`config.mk`:
```
export PLATFORM = sky130hd
export DESIGN_NAME = keyguard_wdog
export DESIGN_NICKNAME = d
export VERILOG_FILES = /design/src/rtl/kgw_pkg.sv /design/src/rtl/kgw_lock.sv /design/src/rtl/kgw_prescale.sv /design/src/rtl/kgw_counter.sv /design/src/rtl/keyguard_wdog.sv
export SDC_FILE = /design/constraint.sdc
export NUM_CORES = 1
export LEC_CHECK = 0
export ABC_AREA = 1
export BUFFER_PORTS_ARGS = -buffer_cell sky130_fd_sc_hd__buf_2
export CAP_MARGIN = 0
export CORE_UTILIZATION = 28
export CTS_BUF_LIST = sky130_fd_sc_hd__clkbuf_8
export DETAILED_ROUTE_END_ITERATION = 12
export HOLD_SLACK_MARGIN = 0.05
export PLACE_DENSITY = 0.49
export SYNTH_ARGS = -nofsm -noshare
export SYNTH_HDL_FRONTEND = slang
export SYNTH_SLANG_ARGS = --single-unit
```
`constraint.sdc`:
```
create_clock -name clk -period 3.4 [get_ports clk]
set_clock_uncertainty 0.15 [all_clocks]
set_input_delay 0.17 -clock clk [delete_from_list [all_inputs] [get_ports clk]]
set_output_delay 0.17 -clock clk [all_outputs]
set_load 0.02 [all_outputs]
```
`src/rtl/kgw_pkg.sv`:
```
package kgw_pkg;

  // word addresses on the register bus
  localparam logic [2:0] A_KICK_LK = 3'd0;
  localparam logic [2:0] A_KICK    = 3'd1;
  localparam logic [2:0] A_RELD_LK = 3'd2;
  localparam logic [2:0] A_RELD    = 3'd3;
  localparam logic [2:0] A_RUN_LK  = 3'd4;
  localparam logic [2:0] A_RUN     = 3'd5;
  localparam logic [2:0] A_PRE_LK  = 3'd6;
  localparam logic [2:0] A_PRE     = 3'd7;

  localparam int NUM_LOCKS = 4;

  // number of keys each lock needs (lock 2 guards run control)
  function automatic int keys_needed(input int lk);
    return (lk == 2) ? 3 : 2;
  endfunction

  // key word k of lock lk
  function automatic logic [15:0] key_word(input int lk, input int k);
    logic [15:0] r;
    r = 16'h0000;
    case (lk)
      0: r = (k == 0) ? 16'h5555 : 16'hAAAA;
      1: r = (k == 0) ? 16'h6666 : 16'hBBBB;
      2: r = (k == 0) ? 16'h7777 : ((k == 1) ? 16'hCCCC : 16'hDDDD);
      default: r = (k == 0) ? 16'h5A5A : 16'hA5A5;
    endcase
    return r;
  endfunction

  // lock progress code: two-key locks skip code 10
  function automatic logic [1:0] step_code(input logic [1:0] step, input int nkeys);
    if (nkeys == 2 && step == 2'd2) return 2'b11;
    return step;
  endfunction

  // counter next value on a tick: returns reload at expiry
  function automatic logic [31:0] count_next(input logic [31:0] cur, input logic [31:0] reld);
    return (cur <= 32'd1) ? reld : cur - 32'd1;
  endfunction

endpackage

```
`src/rtl/kgw_lock.sv`:
```
module kgw_lock #(
  parameter int          NKEYS = 2,
  parameter logic [15:0] KEY0  = 16'h0000,
  parameter logic [15:0] KEY1  = 16'h0000,
  parameter logic [15:0] KEY2  = 16'h0000
) (
  input  logic        clk,
  input  logic        rst_n,
  input  logic        key_wr,
  input  logic [31:0] key_data,
  input  logic        guard_wr,
  output logic        unlocked,
  output logic [1:0]  status
);
  localparam logic [1:0] LAST = 2'(NKEYS);

  logic [1:0]  step_q;
  logic [15:0] want;
  logic        key_ok;

  always_comb begin
    if (step_q == 2'd0 || step_q >= LAST) want = KEY0;
    else if (step_q == 2'd1)              want = KEY1;
    else                                  want = KEY2;
  end

  assign key_ok   = (key_data == {16'h0000, want});
  assign unlocked = (step_q == LAST);
  assign status   = kgw_pkg::step_code(step_q, NKEYS);

  always_ff @(posedge clk or negedge rst_n) begin
    if (!rst_n)        step_q <= 2'd0;
    else if (guard_wr) step_q <= 2'd0;
    else if (key_wr) begin
      if (!key_ok)              step_q <= 2'd0;
      else if (step_q == LAST)  step_q <= 2'd1;
      else                      step_q <= step_q + 2'd1;
    end
  end
endmodule

```
`src/rtl/kgw_prescale.sv`:
```
module kgw_prescale #(
  parameter int PRE_W = 16
) (
  input  logic             clk,
  input  logic             rst_n,
  input  logic             run,
  input  logic             clear,
  input  logic [PRE_W-1:0] div,
  output logic             tick
);
  logic [PRE_W-1:0] pcnt_q;

  assign tick = run && !clear && (pcnt_q == div);

  always_ff @(posedge clk or negedge rst_n) begin
    if (!rst_n)     pcnt_q <= '0;
    else if (clear) pcnt_q <= '0;
    else if (run)   pcnt_q <= tick ? '0 : pcnt_q + 1'b1;
  end
endmodule

```
`src/rtl/kgw_counter.sv`:
```
module kgw_counter #(
  parameter int CNT_W = 16
) (
  input  logic             clk,
  input  logic             rst_n,
  input  logic             load,
  input  logic             tick,
  input  logic [CNT_W-1:0] reld,
  output logic [CNT_W-1:0] count,
  output logic             expire
);
  logic [CNT_W-1:0] cnt_q;

  assign count  = cnt_q;
  assign expire = tick && !load && (cnt_q <= CNT_W'(1));

  always_ff @(posedge clk or negedge rst_n) begin
    if (!rst_n)     cnt_q <= '1;
    else if (load)  cnt_q <= reld;
    else if (tick)  cnt_q <= CNT_W'(kgw_pkg::count_next(32'(cnt_q), 32'(reld)));
  end
endmodule

```
`src/rtl/keyguard_wdog.sv`:
```
module keyguard_wdog #(
  parameter int CNT_W = 16,
  parameter int PRE_W = 16
) (
  input  logic        clk,
  input  logic        rst_n,
  input  logic        bus_wr,
  input  logic [2:0]  bus_addr,
  input  logic [31:0] bus_wdata,
  output logic [31:0] bus_rdata,
  output logic        wdog_rst_req
);
  import kgw_pkg::*;

  localparam int NL = NUM_LOCKS;

  logic [NL-1:0] key_wr, guard_wr, unlocked, accept;
  logic [1:0]    lk_status [NL];

  genvar g;
  generate
    for (g = 0; g < NL; g++) begin : g_lock
      assign key_wr[g]   = bus_wr && (bus_addr == 3'(2 * g));
      assign guard_wr[g] = bus_wr && (bus_addr == 3'(2 * g + 1));
      assign accept[g]   = guard_wr[g] && unlocked[g];
      kgw_lock #(
        .NKEYS (keys_needed(g)),
        .KEY0  (key_word(g, 0)),
        .KEY1  (key_word(g, 1)),
        .KEY2  (key_word(g, 2))
      ) u_lock (
        .clk      (clk),
        .rst_n    (rst_n),
        .key_wr   (key_wr[g]),
        .key_data (bus_wdata),
        .guard_wr (guard_wr[g]),
        .unlocked (unlocked[g]),
        .status   (lk_status[g])
      );
    end
  endgenerate

  // named events for the checker
  logic [1:0] kick_status, run_status;
  logic       kick_accept, kick_go, run_set, run_rise, reld_set, pre_set;
  logic       cnt_load, tick, expire;

  assign kick_status = lk_status[0];
  assign run_status  = lk_status[2];
  assign kick_accept = accept[0];
  assign kick_go     = accept[0] && bus_wdata[0];
  assign reld_set    = accept[1];
  assign run_set     = accept[2];
  assign pre_set     = accept[3];

  logic             en_q;
  logic [CNT_W-1:0] reload_q;
  logic [PRE_W-1:0] pre_q;
  logic [CNT_W-1:0] cnt_val;

  assign run_rise = run_set && bus_wdata[0] && !en_q;
  assign cnt_load = kick_go || run_rise;

  always_ff @(posedge clk or negedge rst_n) begin
    if (!rst_n) begin
      en_q     <= 1'b0;
      reload_q <= '1;
      pre_q    <= '0;
    end else begin
      if (run_set)  en_q     <= bus_wdata[0];
      if (reld_set) reload_q <= bus_wdata[CNT_W-1:0];
      if (pre_set)  pre_q    <= bus_wdata[PRE_W-1:0];
    end
  end

  kgw_prescale #(.PRE_W(PRE_W)) u_pre (
    .clk   (clk),
    .rst_n (rst_n),
    .run   (en_q),
    .clear (cnt_load),
    .div   (pre_q),
    .tick  (tick)
  );

  kgw_counter #(.CNT_W(CNT_W)) u_cnt (
    .clk    (clk),
    .rst_n  (rst_n),
    .load   (cnt_load),
    .tick   (tick),
    .reld   (reload_q),
    .count  (cnt_val),
    .expire (expire)
  );

  always_ff @(posedge clk or negedge rst_n) begin
    if (!rst_n) wdog_rst_req <= 1'b0;
    else        wdog_rst_req <= expire;
  end

  always_comb begin
    bus_rdata = 32'h0;
    case (bus_addr)
      A_KICK_LK, A_RELD_LK, A_RUN_LK, A_PRE_LK:
        bus_rdata = {30'h0, lk_status[bus_addr[2:1]]};
      A_RELD:  bus_rdata = 32'(reload_q);
      A_RUN:   bus_rdata = {31'h0, en_q};
      A_PRE:   bus_rdata = 32'(pre_q);
      default: bus_rdata = 32'h0;
    endcase
  end
endmodule

```
-- After elaboration in Yosys (flattened, before gate mapping)
Cells that the tools add are included.
- bits in registers: 74
- bitwise logic cells: 1
- multiplexer cells: 40
- equal/unequal tests: 17
- reductions and logical operators: 38
- add/sub/neg operators: 6
- magnitude comparators: 7
- operators with widths (operator ; count):
    two-way mux 16 bit ; 10
    == test 32 x 16 -> 1 bit ; 4
    case mux 16 bit (4 select lines) ; 1
    two-way mux 2 bit ; 24
    <= comparator 16 x 1 -> 1 bit, second input constant ; 2
    logical AND 1 bit ; 19
    adder 16 x 1 -> 16 bit, second input constant ; 1
    == test 16 bit ; 1
    subtractor 16 x 1 -> 16 bit, second input constant ; 1
    two-way mux 13 bit ; 1
    == test 3 bit, second input constant ; 4
    nonzero test 2 bit ; 6
    adder 2 x 1 -> 2 bit, second input constant ; 4
    == test 2 bit, second input constant ; 4
    greater-or-equal comparator 2 bit, second input constant ; 4
    logical NOT 2 bit ; 4
    == test 3 x 2 -> 1 bit, second input constant ; 2
    logical OR 1 bit ; 5
    binary-select mux 2 bit (select 2 bit) ; 1
    OR reduction 4 bit ; 1
    == test 3 x 1 -> 1 bit, second input constant ; 1
    greater-or-equal comparator 3 bit, second input constant ; 1
    logical NOT 3 bit ; 1
    two-way mux 1 bit ; 3
    other kinds (3) ; 4

-- Longest topological paths before layout
Gate-level depths: netlist of the first run.
- depth after elaboration: 12
- mapped depth: 11

-- By module
Synthesis of the first run repeated with hierarchy kept, for this count alone.
- cell total of the unflattened synthesis: 1015
- area, all modules: 6338.6 um2
- modules (own cells, without submodules) (module ; times used ; area each (um2) ; seq. area each (um2) ; cells an instance):
    keyguard_wdog ; 1 ; 2154.6 ; 870.8 ; 250
    kgw_counter ; 1 ; 1398.8 ; 420.4 ; 225
    kgw_prescale ; 1 ; 1375.1 ; 400.4 ; 240
    kgw_lock at g_lock[3].u_lock ; 1 ; 379.1 ; 50.0 ; 80
    kgw_lock at g_lock[0].u_lock ; 1 ; 369.1 ; 50.0 ; 80
    kgw_lock at g_lock[2].u_lock ; 1 ; 362.8 ; 50.0 ; 76
    kgw_lock at g_lock[1].u_lock ; 1 ; 299.0 ; 50.0 ; 64

-- Worst setup path after synthesis of the first run
Ideal clock, no wire load.
- path kind: register to register
- from: register u_cnt.cnt_q[0] (netlist: u_cnt.count[0])
- to: register u_cnt.cnt_q[5] (netlist: u_cnt.count[5])
- data arrival time: 1586 ps
- setup time: 76 ps
- path buffers: 1
- required time: 3174 ps
- path slack: 1588 ps
- cell stages (with the launch flop): 10
- cell sequence: dfstp_2 inv_1 ha_1 nand2_1 a21oi_2 a21oi_1 buf_2 nand2_1 nand3_2 nand2_1
- word-level cells in the longest chain between the ends: 4
- elaborated cells on any way between the ends: 5
- those cells by class: add/sub (1); order compare (1); mux (3)
- RTL lines (element ; line ; RTL):
    start: declaration ; kgw_counter.sv:12 ; logic [CNT_W-1:0] cnt_q;
    start signal: assignment ; kgw_counter.sv:19 ; else if (load) cnt_q <= reld;
    start signal: assignment ; kgw_counter.sv:20 ; else if (tick) cnt_q <= CNT_W'(kgw_pkg::count_next(32'(cnt_q), 32'(reld)));
    subtractor 16 x 1 -> 16 bit / <= comparator 16 x 1 -> 1 bit (equally long branches) ; kgw_pkg.sv:41 ; return (cur <= 32'd1) ? reld : cur - 32'd1;
    two-way mux 16 bit (*) ; kgw_pkg.sv:41 ;
    two-way mux 16 bit (*) ; kgw_counter.sv:20 ;
    two-way mux 16 bit (*) ; kgw_counter.sv:19 ;
Every way passes the cells marked *; elsewhere a longest branch is shown, timed or not. The select of a mux whose other input is x is not followed.
A chain may end at the register's enable or synchronous reset.

-- Final worst setup path of the first run
- from: input port bus_wdata[0]
- to: register u_cnt.cnt_q[15] (netlist: u_cnt.count[15])
- word-level cells in the longest chain between the ends: 7
- elaborated cells on any way between the ends: 9
- those cells by class: mux (1); reduce/logical (8)
- RTL lines (element ; line ; RTL):
    start: declaration ; keyguard_wdog.sv:9 ; input logic [31:0] bus_wdata,
    logical AND 1 bit (2 in a row) ; keyguard_wdog.sv:61 ; assign run_rise = run_set && bus_wdata[0] && !en_q;
    logical OR 1 bit (*) ; keyguard_wdog.sv:62 ; assign cnt_load = kick_go || run_rise;
    logical NOT 1 bit ; kgw_prescale.sv:13 ; assign tick = run && !clear && (pcnt_q == div);
    logical AND 1 bit (2 in a row) ; kgw_prescale.sv:13 ;
    nonzero test 2 bit (no source line) ; n/a ;
Every way passes the cells marked *; elsewhere a longest branch is shown, timed or not.

==> flow_metrics.py, run 1 <==
metrics = {
    "outcome": {
        "outcome": "complete, no violations",
    },
    "logic_synthesis": {
        "yosysWarnings": 0,
        "syn_area_um2": 5150,
        "syn_area_per_cell_um2": 6.82,
        "synth_cells": 755,
        "synthFlopType": "dfrtp_1",
        "synth_enable_flop_cells": 0,
        "synth_cell_types": 38,
        "ys_seq_area_frac": 0.367,
        "ys_seq_elements": 74,
        "ys_async_sr_fraction": 1.00,
    },
    "detailed_routing": {
        "drc": 0,
        "routed_via_density": 4.80,
        "ant_nets": 0,
        "via_count": 5028,
        "dr.pass1.iters": 5,
        "drt_iter0_markers": 378,
        "routedWlPerCell_um": 15.5,
        "drt-total-wl_mm": 16.2,
    },
    "die": {
        "start_util": 0.286,
        "die_h_um": 138,
        "die-area_um2": 18900,
        "rows": 49,
        "design.core.area_um2": 18000,
        "dieWidth_um": 138,
        "ios": 71,
    },
    "global_routing": {
        "grtUsageTotal": 0.183,
        "antenna_found_initial": 0,
        "grt_max_degree": 75,
        "grt_pass1_vias": 4749,
        "grt_overflow_total": 0,
        "grt_pass1_wl_mm": 26.0,
    },
    "sta": {
        "tightest_slew_ns": 1.01,
        "rsz0062_at_grt": "false",
        "slew_headroom": 0.324,
        "fin_tns_setup_ns": 0,
        "fin_crit_sh": 0.667,
        "final-hold-violation-count": 0,
        "setup_viol": 0,
        "slew_violations": 0,
        "fin_crit_ns": 2.27,
        "max_freq_mhz": 441,
    },
    "finish": {
        "nets": 856,
        "diodes": 0,
        "final_layout_size_suffix_gt1_frac": 0.177,
        "area_growth_syn_to_layout_pct": 13.1,
    },
    "worst_setup_path": {
        "cpPeakStageDelay_ns": 0.52,
        "end_kind": "register",
        "worstPathRequired_ns": 3.57,
        "critPathMaxFanout": 27,
        "path_delay_family": "simple AND/OR/NAND/NOR gates",
        "path_buf_inv": 3,
        "cp.arrival_ns": 2.44,
        "path_cells": "dlygate4sd3_1 > buf_2 > inv_2 > nor2_1 > nand2_1 > nor2_1 > nor2_1 > nand3_4 > nand2_4 > nand3_1 > nand2_1",
        "cp-start-kind": "input port",
        "path_depth": 11,
        "rr_worst_depth": 10,
        "crit_type": "input port to register",
        "crit_slowest_cell": "dlygate4sd3_1",
        "cp_common_cell": "nor2_1",
    },
    "pwr": {
        "p_total_w": 0.00179,
        "vdd_drop_max_v": 0.000180,
        "p_leak_nw": 2.96,
        "powerDensity_nw_per_um2": 307,
    },
    "clock_tree": {
        "cts.repair.resized": 0,
        "clock_latency_ns": 0.38,
        "clock-sinks": 74,
        "clockBufferDepth": 2,
        "htreeDepth": 3,
        "path_clk_slew_ns": 0.08,
        "cts_tree": "built",
        "cts_buffers": 9,
        "cts_root_buffer": "clkbuf_8",
    },
    "min_path": {
        "holdPathStages": 3,
        "hold_class": "input port to register",
    },
    "job": {
        "drv_cap": 0,
    },
    "placement": {
        "port-buffer-count": 54,
        "dp.final_hpwl_mm": 12.1,
        "gp_congestion": 0.918,
    },
}
-- flip-flops by register name, indices dropped and copies added (netlist names) --
signal / cells
wdog_rst_req: 1
u_cnt.count: 16
g_lock.u_lock.status: 2
reload_q: 16
pre_q: 16
g_lock.u_lock.step_q: 6
en_q: 1
u_pre.pcnt_q: 16
-- Yosys cell counts, types with 5 or more instances --
| cell type | n | area [um2] |
|---|---|---|
| nand2_1 | 218 | 818 |
| inv_1 | 94 | 353 |
| nor2_1 | 76 | 285 |
| nand3_1 | 69 | 345 |
| dfrtp_1 | 42 | 1050 |
| o21ai_0 | 41 | 205 |
| dfstp_2 | 32 | 841 |
| nand4_1 | 23 | 144 |
| nor3_1 | 20 | 100 |
| buf_4 | 16 | 120 |
| nand3_2 | 15 | 150 |
| o22ai_1 | 14 | 87.6 |
| clkbuf_1 | 9 | 33.8 |
| inv_2 | 9 | 33.8 |
| nor4_1 | 8 | 50.1 |
| buf_2 | 7 | 35.0 |
| nor2_2 | 7 | 43.8 |
| o21ai_1 | 6 | 30.0 |
| xor2_1 | 6 | 52.6 |
| a21oi_1 | 5 | 25.0 |
| ha_1 | 5 | 62.6 |
-- metrics by stage --
step	setup slack, ns	utilization	hold WS, ns	cells	area (um2)
after global placement	1.18	0.308	0.266	1019	5550
final	1.13	0.323	0.0653	1047	5830
after global routing	0.958	0.323	0.0894	1047	5830
after CTS	1.15	0.323	0.0576	1047	5830
after detailed placement	1.20	0.308	0.262	1019	5550
after floorplan	1.59	-	-0.276	770	5210
-- final cells by class --
| cell class | instances | area, um2 |
|---|---|---|
| Inverter | 104 | 393 |
| Sequential cell | 74 | 1890 |
| Clock buffer | 10 | 138 |
| Clock inverter | 6 | 26.3 |
| Tap cell | 229 | 287 |
| Timing Repair Buffer | 70 | 423 |
| Multi-Input combinational cell | 554 | 2670 |
| Fill cell | 2017 | 12200 |
-- timing repair --
item / CTS / global route
setup buffers: 0 / 0
endpoints found under the hold margin: 60 / 0
hold buffers: 12 / 0
-- routing by layer --
metal  routed length, um  track usage  part of all wire  vias up
met1                8330        0.270              0.51     2339
met4                 167       0.0446             0.010        0
li1                    -            -                 -     2521
met5                   0            0                 0        -
met2                6870        0.272              0.42      156
met3                 848       0.0350             0.052       12
-- worst paths after layout --
check	startpoint	end	slack, ns
min in group asynchronous	rst_n	pre_q[10]$_DFFE_PN0P_	0.35
worst max-delay path	bus_wdata[0]	u_cnt.count[15]$_DFFE_PN1P_	1.13
worst max register to register	pre_q[5]$_DFFE_PN0P_	u_cnt.count[15]$_DFFE_PN1P_	1.16
max in group asynchronous	rst_n	g_lock[3].u_lock.step_q[1]$_DFFE_PN0P_	2.10
worst min-delay path	bus_wdata[1]	reload_q[1]$_DFFE_PN1P_	0.07
worst min register to register	reload_q[6]$_DFFE_PN1P_	reload_q[6]$_DFFE_PN1P_	0.33
-- cells in the final DEF, fill, tap and decap left out, types with 20 or more instances in the layout --
cell type	count
nand2_1	218
inv_1	97
nor2_1	76
nand3_1	69
buf_2	53
dfrtp_1	42
o21ai_0	41
dfstp_2	32
nand4_1	23
nor3_1	20
-- cells by family (layout without fill, tap and decap cells) --
kind of cell / count (synthesis) / after routing / share of synthesized area
XOR/XNOR: 9 / 9 / 0.0153
AND/OR/NAND/NOR: 450 / 450 / 0.400
adder cells (fa/ha/maj): 5 / 5 / 0.0121
other: 1 / 16 / 0.000728
buffers and inverters: 142 / 190 / 0.125
flip-flops: 74 / 74 / 0.367
AO/OA/AOI/OAI: 74 / 74 / 0.0789
-- worst min-delay path, stage by stage --
cell and delay (ns):
buf_2 0.12, inv_1 0.17, o21ai_0 0.12
-- where the power goes --
part | leakage (nW) | internal (W) | switching, W
Sequential | 0.880 | 0.000904 | 0.0000267
Combinational | 1.98 | 0.0000750 | 0.000164
Clock | 0.0996 | 0.000274 | 0.000349
No activity file was read; power rests on OpenSTA's default activity.
==> inputs of run 2 (changes only) <==
Settings changed: PLACE_DENSITY 0.49 to 0.5.
Clock period 3.4 ns to 1.9 ns, I/O delays scaled along.
==> flow_metrics.py, run 2 (synthesized netlist as in run 1, its figures left out) <==
metrics = {
    "worst_setup_path": {
        "cpPeakStageDelay_ns": 0.54,
        "path_cells": "inv_1 > o21ai_0 > buf_2",
        "end_kind": "output port",
        "path_delay_family": "flip-flops",
        "cp-start-kind": "register",
        "worstPathRequired_ns": 1.65,
        "rr_worst_depth": 8,
        "crit_type": "register to output port",
        "critPathMaxFanout": 2,
        "cp.arrival_ns": 1.58,
        "crit_slowest_cell": "dfstp_2",
        "path_depth": 3,
        "path_buf_inv": 2,
    },
    "sta": {
        "setup_viol": 0,
        "final-hold-violation-count": 0,
        "fin_tns_setup_ns": 0,
        "slew_headroom": 0.455,
        "slew_violations": 0,
        "fin_crit_ns": 1.82,
        "fin_crit_sh": 0.960,
        "rsz0062_at_grt": "false",
        "max_freq_mhz": 548,
        "tightest_slew_ns": 0.815,
    },
    "detailed_routing": {
        "routedWlPerCell_um": 15.1,
        "drt_iter0_markers": 358,
        "via_count": 5111,
        "dr.pass1.iters": 5,
        "ant_nets": 0,
        "drc": 0,
        "routed_via_density": 4.73,
        "drt-total-wl_mm": 16.3,
    },
    "placement": {
        "placed_area_um2": 5740,
        "gp_congestion": 0.873,
        "dp.final_hpwl_mm": 12.5,
        "place_inst": 1040,
        "port-buffer-count": 54,
    },
    "outcome": {
        "outcome": "complete, no violations",
    },
    "finish": {
        "nets": 889,
        "finalInstanceArea_um2": 6310,
        "diodes": 0,
        "final_layout_size_suffix_gt1_frac": 0.212,
        "layout_commonest_cell": "nand2_1",
        "stdcell_count": 1080,
        "post-route-util": 0.350,
        "area_growth_syn_to_layout_pct": 22.6,
        "fill_cells": 1994,
        "final_cell_mix": "215 x nand2_1, 94 x inv_1, 76 x nor2_1",
    },
    "die": {
        "die-area_um2": 18900,
        "ios": 71,
        "start_util": 0.286,
        "rows": 49,
        "die_h_um": 138,
        "design.core.area_um2": 18000,
        "dieWidth_um": 138,
    },
    "pwr": {
        "vdd_drop_max_v": 0.000296,
        "p_leak_nw": 3.18,
        "p_total_w": 0.00372,
        "powerDensity_nw_per_um2": 589,
    },
    "global_routing": {
        "grt_max_degree": 38,
        "grt_overflow_total": 0,
        "grt_pass1_vias": 4695,
        "antenna_found_initial": 0,
        "grtUsageTotal": 0.185,
        "grt_pass1_wl_mm": 26.0,
    },
    "clock_tree": {
        "clock_latency_ns": 0.38,
        "cts_tree": "built",
        "htreeDepth": 3,
        "path_clk_slew_ns": 0.08,
        "clock-sinks": 74,
        "clockBufferDepth": 2,
        "cts_buffers": 9,
        "cts_root_buffer": "clkbuf_8",
    },
    "job": {
        "drv_cap": 0,
    },
    "min_path": {
        "hold_class": "input port to async pin",
    },
}
[run 2: cell count changes in the layout (fill, tap and decap cells not counted), sizes merged]
cell         delta
inv             -4
clkbuf          +1
dlygate4sd3    +10
bufinv          +3
buf            +23
[run 2: final cells by class]
type	instances	area, um2	share of cell area
multi-input combinational	554	2750	0.435
sequential	74	1890	0.300
timing repair buffer	103	739	0.117
inverter	104	398	0.0630
tap	229	287	0.0454
clock buffer	11	151	0.0240
clock inverter	5	100	0.0159
[run 2: what timing repair did]
| item | in CTS | in global routing |
|---|---|---|
| hold buffers | 22 | 0 |
| resized for setup | 0 | 24 |
| endpoints found under the setup margin | 0 | 26 |
| buffers inserted | 0 | 1 |
| endpoints found under the hold margin | 103 | 0 |
[run 2: power by group]
part	switching, W	leakage [nW]	internal, W
registers	0.0000505	0.879	0.00162
clock network	0.000656	0.129	0.000940
logic	0.000295	2.17	0.000162
[run 2: per-layer routing]
layer | share of wire | track usage | up-vias
li1 | - | - | 2584
met1 | 0.50 | 0.270 | 2362
met2 | 0.43 | 0.274 | 155
met3 | 0.056 | 0.0408 | 10
met4 | 0.0079 | 0.0403 | 0
met5 | 0 | 0 | -
[run 2: worst paths after layout]
kind	from	end	slack [ns]
worst max register to register	en_q$_DFFE_PN0N_	u_pre.pcnt_q[1]$_DFFE_PN0P_	0.13
min in group clk	bus_addr[2]	g_lock[3].u_lock.step_q[0]$_DFFE_PN0P_	0.09
worst min-delay path	rst_n	pre_q[0]$_DFFE_PN0P_	0.09
max in group asynchronous	rst_n	u_pre.pcnt_q[1]$_DFFE_PN0P_	0.24
worst max-delay path	reload_q[2]$_DFFE_PN1P_	bus_rdata[2]	0.08
worst min register to register	reload_q[13]$_DFFE_PN1P_	reload_q[13]$_DFFE_PN1P_	0.33
[run 2: per-stage QoR]
step | setup WS, ns | hold WS (ns)
CTS | 0.0167 | 0.0726
detailed placement | 0.0395 | -0.139
global placement | 0.0368 | -0.141
floorplan | 0.0883 | -0.351
global route | 0.00452 | 0.111
finish | 0.0766 | 0.0925
[run 2: tightest hold or removal path, delay by kind of cell]
family / cells / cell delay [ns]
buf+inv: 3 / 0.90
